$ cat src/rtl/ea_unit.sv
module ea_unit #(
  parameter int REG_W  = 32,
  parameter int ADDR_W = 24,
  parameter int NREG   = 8
) (
  input  logic                    clk,
  input  logic                    rst,
  input  logic [2:0]              mode,
  input  logic [$clog2(NREG)-1:0] reg_idx,
  input  logic [1:0]              size,
  input  logic [ADDR_W-1:0]       imm,
  input  logic                    commit,
  input  logic                    ld_en,
  input  logic [$clog2(NREG)-1:0] ld_idx,
  input  logic [REG_W-1:0]        ld_data,
  output logic [ADDR_W-1:0]       ea,
  output logic                    misaligned,
  output logic                    wb_en,
  output logic [REG_W-1:0]        wb_value
);
  localparam logic [2:0] M_REG = 3'd0, M_D16 = 3'd1, M_D24 = 3'd2, M_INC = 3'd3,
                         M_DEC = 3'd4, M_A8  = 3'd5, M_A16 = 3'd6, M_A24 = 3'd7;

  logic [NREG-1:0][REG_W-1:0] bank;
  logic [REG_W-1:0] cur, step, sum;

  assign cur  = bank[reg_idx];
  assign step = (size == 2'd0) ? REG_W'(1) : (size == 2'd1) ? REG_W'(2) : REG_W'(4);

  always_comb begin
    case (mode)
      M_D16:   sum = cur + {{(REG_W-16){imm[15]}}, imm[15:0]};
      M_D24:   sum = cur + {{(REG_W-ADDR_W){1'b0}}, imm};
      M_INC:   sum = cur + step;
      M_DEC:   sum = cur - step;
      default: sum = cur;
    endcase
  end

  always_comb begin
    case (mode)
      M_D16, M_D24, M_DEC: ea = sum[ADDR_W-1:0];
      M_A8:    ea = {{(ADDR_W-8){1'b1}}, imm[7:0]};
      M_A16:   ea = {{(ADDR_W-16){imm[15]}}, imm[15:0]};
      M_A24:   ea = imm;
      default: ea = cur[ADDR_W-1:0];
    endcase
  end

  assign wb_en      = (mode == M_INC) || (mode == M_DEC);
  assign wb_value   = sum;
  assign misaligned = (size != 2'd0) && ea[0];

  always_ff @(posedge clk) begin
    if (rst)                 bank <= '0;
    else if (ld_en)          bank[ld_idx] <= ld_data;
    else if (commit && wb_en) bank[reg_idx] <= wb_value;
  end

  a_r8_commit_writes: assert property (@(posedge clk) disable iff (rst)
    (commit && wb_en && !ld_en) |=> bank[$past(reg_idx)] == $past(wb_value));

  a_r9_bank_holds: assert property (@(posedge clk) disable iff (rst)
    (!ld_en && !(commit && wb_en)) |=> $stable(bank));

  a_r11_load_wins: assert property (@(posedge clk) disable iff (rst)
    ld_en |=> bank[$past(ld_idx)] == $past(ld_data));

  a_r4_dec_address: assert property (@(posedge clk) disable iff (rst)
    (mode == M_DEC) |-> ea == wb_value[ADDR_W-1:0]);

  a_r5_top_page: assert property (@(posedge clk) disable iff (rst)
    (mode == M_A8) |-> &ea[ADDR_W-1:8]);

  a_r7_flag_even: assert property (@(posedge clk) disable iff (rst)
    (size == 2'd0) |-> !misaligned);
endmodule

$ cat config.mk
export PLATFORM = sky130hd
export DESIGN_NAME = ea_unit
export DESIGN_NICKNAME = d
export VERILOG_FILES = /design/src/rtl/ea_unit.sv
export SDC_FILE = /design/constraint.sdc
export NUM_CORES = 1
export LEC_CHECK = 0
export BUFFER_PORTS_ARGS = -buffer_cell sky130_fd_sc_hd__buf_2
export CORE_MARGIN = 4
export CORE_UTILIZATION = 35
export CTS_CLUSTER_SIZE = 8
export DETAILED_ROUTE_END_ITERATION = 8
export HOLD_SLACK_MARGIN = 0.12
export SYNTH_ARGS = -nofsm -noshare
export SYNTH_HDL_FRONTEND = slang
export SYNTH_SLANG_ARGS = --single-unit
$ cat constraint.sdc
create_clock -name clk -period 31.3 [get_ports clk]
set_clock_uncertainty 0.15 [all_clocks]
set_input_delay 9.39 -clock clk [delete_from_list [all_inputs] [get_ports clk]]
set_output_delay 9.39 -clock clk [all_outputs]
set_load 0.01 [all_outputs]
==> out/qor.txt <==
Full die area: 0.0514 mm²
Most flop-heavy register: bank
Vias in the first global route: 18100
Post-CTS sizing: 0
CTS Buffer Depth: 3
CP required: 21760 ps
CTS clk-pin slew, worst paths: 50 ps
Initial antenna violation count: 1
DRC: 0
Routed wire per std cell: 27.5 µm
Area Growth Syn to Fin: 12.8%
RePlAce Congestion: 0.964
Post-synth top cells: nor2_1, dfxtp_1, a21oi_1
Setup TNS: 0 ps
Hold buffer count at cts: 0
Worst setup EP type: output pin
H-tree Lvls: 2
Max FFs per register: 256
YS warnings: 0
Most frequent cell after synthesis: nor2_1
Fmax: 0.0398 GHz
Initial DRC count: 2555
CP Data Arrival Time: 15590 ps
Unrepaired setup endpoints after global routing: false
CTS tree: yes
Layout cells sized above 1: 14.6%
Nets: 2340
Mux cell area share after synthesis: 6.78%
Biggest regs: bank: 256 flops
Largest family of logic cells by synthesized area: compound AO/OA/AOI/OAI gates
Gr usage total: 29.0%
IO Count: 129
Final hold vios: 0
Core ar.: 0.0470 mm²
Clock root cell: clkbuf_16
Mapped Area: 0.0168 mm²
Final Cycle Share: 80.3%
Clk Latency, worst-skew pair: 540 ps
Syn Inst Count: 2212
Clock sinks: 256
GRT overflow: 0
Vias per cell: 6.70
First-pass GRT wire length: 114000 µm
Top cell type's share of synthesized area: 30.6%
Synth unique cells: 85
Post-Synth Adder-Cell Area: 2.58%
Status: completed
Worst VDD drop: 27.3 µV
Die X: 227 µm
Synthesized Nets: 2317
Hold Slack: 339 ps
Sequential-to-total area share from yosys stat: 30.6%
Antenna Cells: 0
Final setup violation count: 0
Largest net degree at the start of global routing: 76
Die H: 227 µm
Type of the worst setup path: input port to output pin
Min Tclk post-route: 25130 ps
R2R Setup Slk: 26090 ps
Crit start category: input port
# rows: 79
Hpwl dp: 53000 µm
Largest area contributor in the netlist: dfxtp_1
Syn Area/Cell: 7.57 µm²
Async S/R FF share, synth: 0%
EDFF count, synth: 0
P per Cell Area: 50.4 mW/mm²
Hold crit path type: flip-flop to flip-flop
Compound-gate portion of the synthesized area: 31.9%
Vias: 19100
XOR/XNOR share of the synthesized area: 2.25%
Initial Utilization: 35.7%
#FFs+latches synth: 256
Least-Margin Pin Slew: 1270 ps
Synth Area in Simple Gates: 20.2%
Post-route ant nets: 0
Post-synth top flop: dfxtp_1
DR pass1 iterations: 7
Number of max-cap violations: 0
Cts bufs inserted: 37
Max FO, Critical Path: 31
Static Leak: 7.41 nW
Setup bufs post-CTS: 0
Drt total wl: 78100 µm
Synth top area cells: dfxtp_1, nor2_1, a21oi_1, o21ai_0, a221oi_1
IO buf count: 128
Final Max Slew Viols: 0
Worst slew margin: 12.7%
-- logic make-up after synthesis --
| group | after synthesis |
|---|---|
| AND/OR/NAND/NOR | 755 |
| AO/OA/AOI/OAI | 786 |
| buffers and inverters | 246 |
| adder cells (fa/ha/maj) | 34 |
| XOR/XNOR | 43 |
| flip-flops | 256 |
| multiplexers | 92 |
-- cells in the final DEF, fill, tap and decap left out, drive strengths merged, types with 29 or more instances in the layout --
cell type	Yosys	layout
mux2	29	29
a21oi	206	206
nand2	159	159
nor2	328	328
buf	44	193
clkbuf	165	39
inv	36	37
a221oi	92	92
mux2i	49	49
nor3	126	126
nand3	39	39
ha	33	33
o21ai	179	179
o221ai	40	40
dfxtp	256	256
-- where the power goes --
group / internal (mW) / total [mW] / switching [mW]
clock: 0.218 / 0.365 / 0.147
sequential: 0.339 / 0.346 / 0.00687
combinational: 0.0732 / 0.243 / 0.170
total: 0.630 / 0.954 / 0.324
-- worst max-delay path, cell delays in order --
cell and delay (ps):
buf_4 380, buf_4 430, buf_4 550, nor2_1 210
buf_4 250, a222oi_1 350, nor2_1 70, a21oi_1 670
inv_1 110, ha_1 430, nand4_1 240, nor2_1 70
o2bb2ai_1 180, nor3_1 190, a21oi_1 170, o311ai_0 930
nand4_1 430, nand2b_4 270, inv_1 60, buf_2 130
-- path summary, 6_finish.rpt --
kind	startpoint	end	depth (start not counted)
max	reg_idx[0]	wb_value[31]	20
min	bank[205]	bank[205]	2
max reg2reg	bank[227]	bank[236]	13
min reg2reg	bank[205]	bank[205]	2
-- per-layer routing --
layer / global-route usage (%) / vias up / share of wire [%]
met1: 37.9 / 9060 / 39
li1: - / 8279 / -
met5: 0 / - / 0.017
met3: 7.11 / 318 / 12
met2: 44.6 / 1392 / 43
met4: 15.0 / 2 / 5.8
-- through the flow --
stage / utilization [%] / instances / power [mW] / setup slack (ps) / instance area (µm²)
after CTS: 40.3 / 2843 / 0.946 / 6440 / 18900
after global routing: 40.3 / 2843 / 0.980 / 5910 / 18900
after global placement: 38.2 / 2803 / 0.584 / 6600 / 17900
after detailed placement: 38.2 / 2803 / 0.586 / 6460 / 17900
after floorplan: - / 2212 / 0.496 / 8170 / 16800
final: 40.3 / 2843 / 0.954 / 6170 / 18900
-- final cells by class --
cell class / instances / area [µm²]
Sequential cell: 256 / 5120
Inverter: 37 / 139
Tap cell: 607 / 759
Multi-Input combinational cell: 1710 / 10800
Timing Repair Buffer: 193 / 1140
Fill cell: 4757 / 28000
Clock buffer: 39 / 976
Clock inverter: 1 / 8.76
No activity file was read; power rests on OpenSTA's default activity.
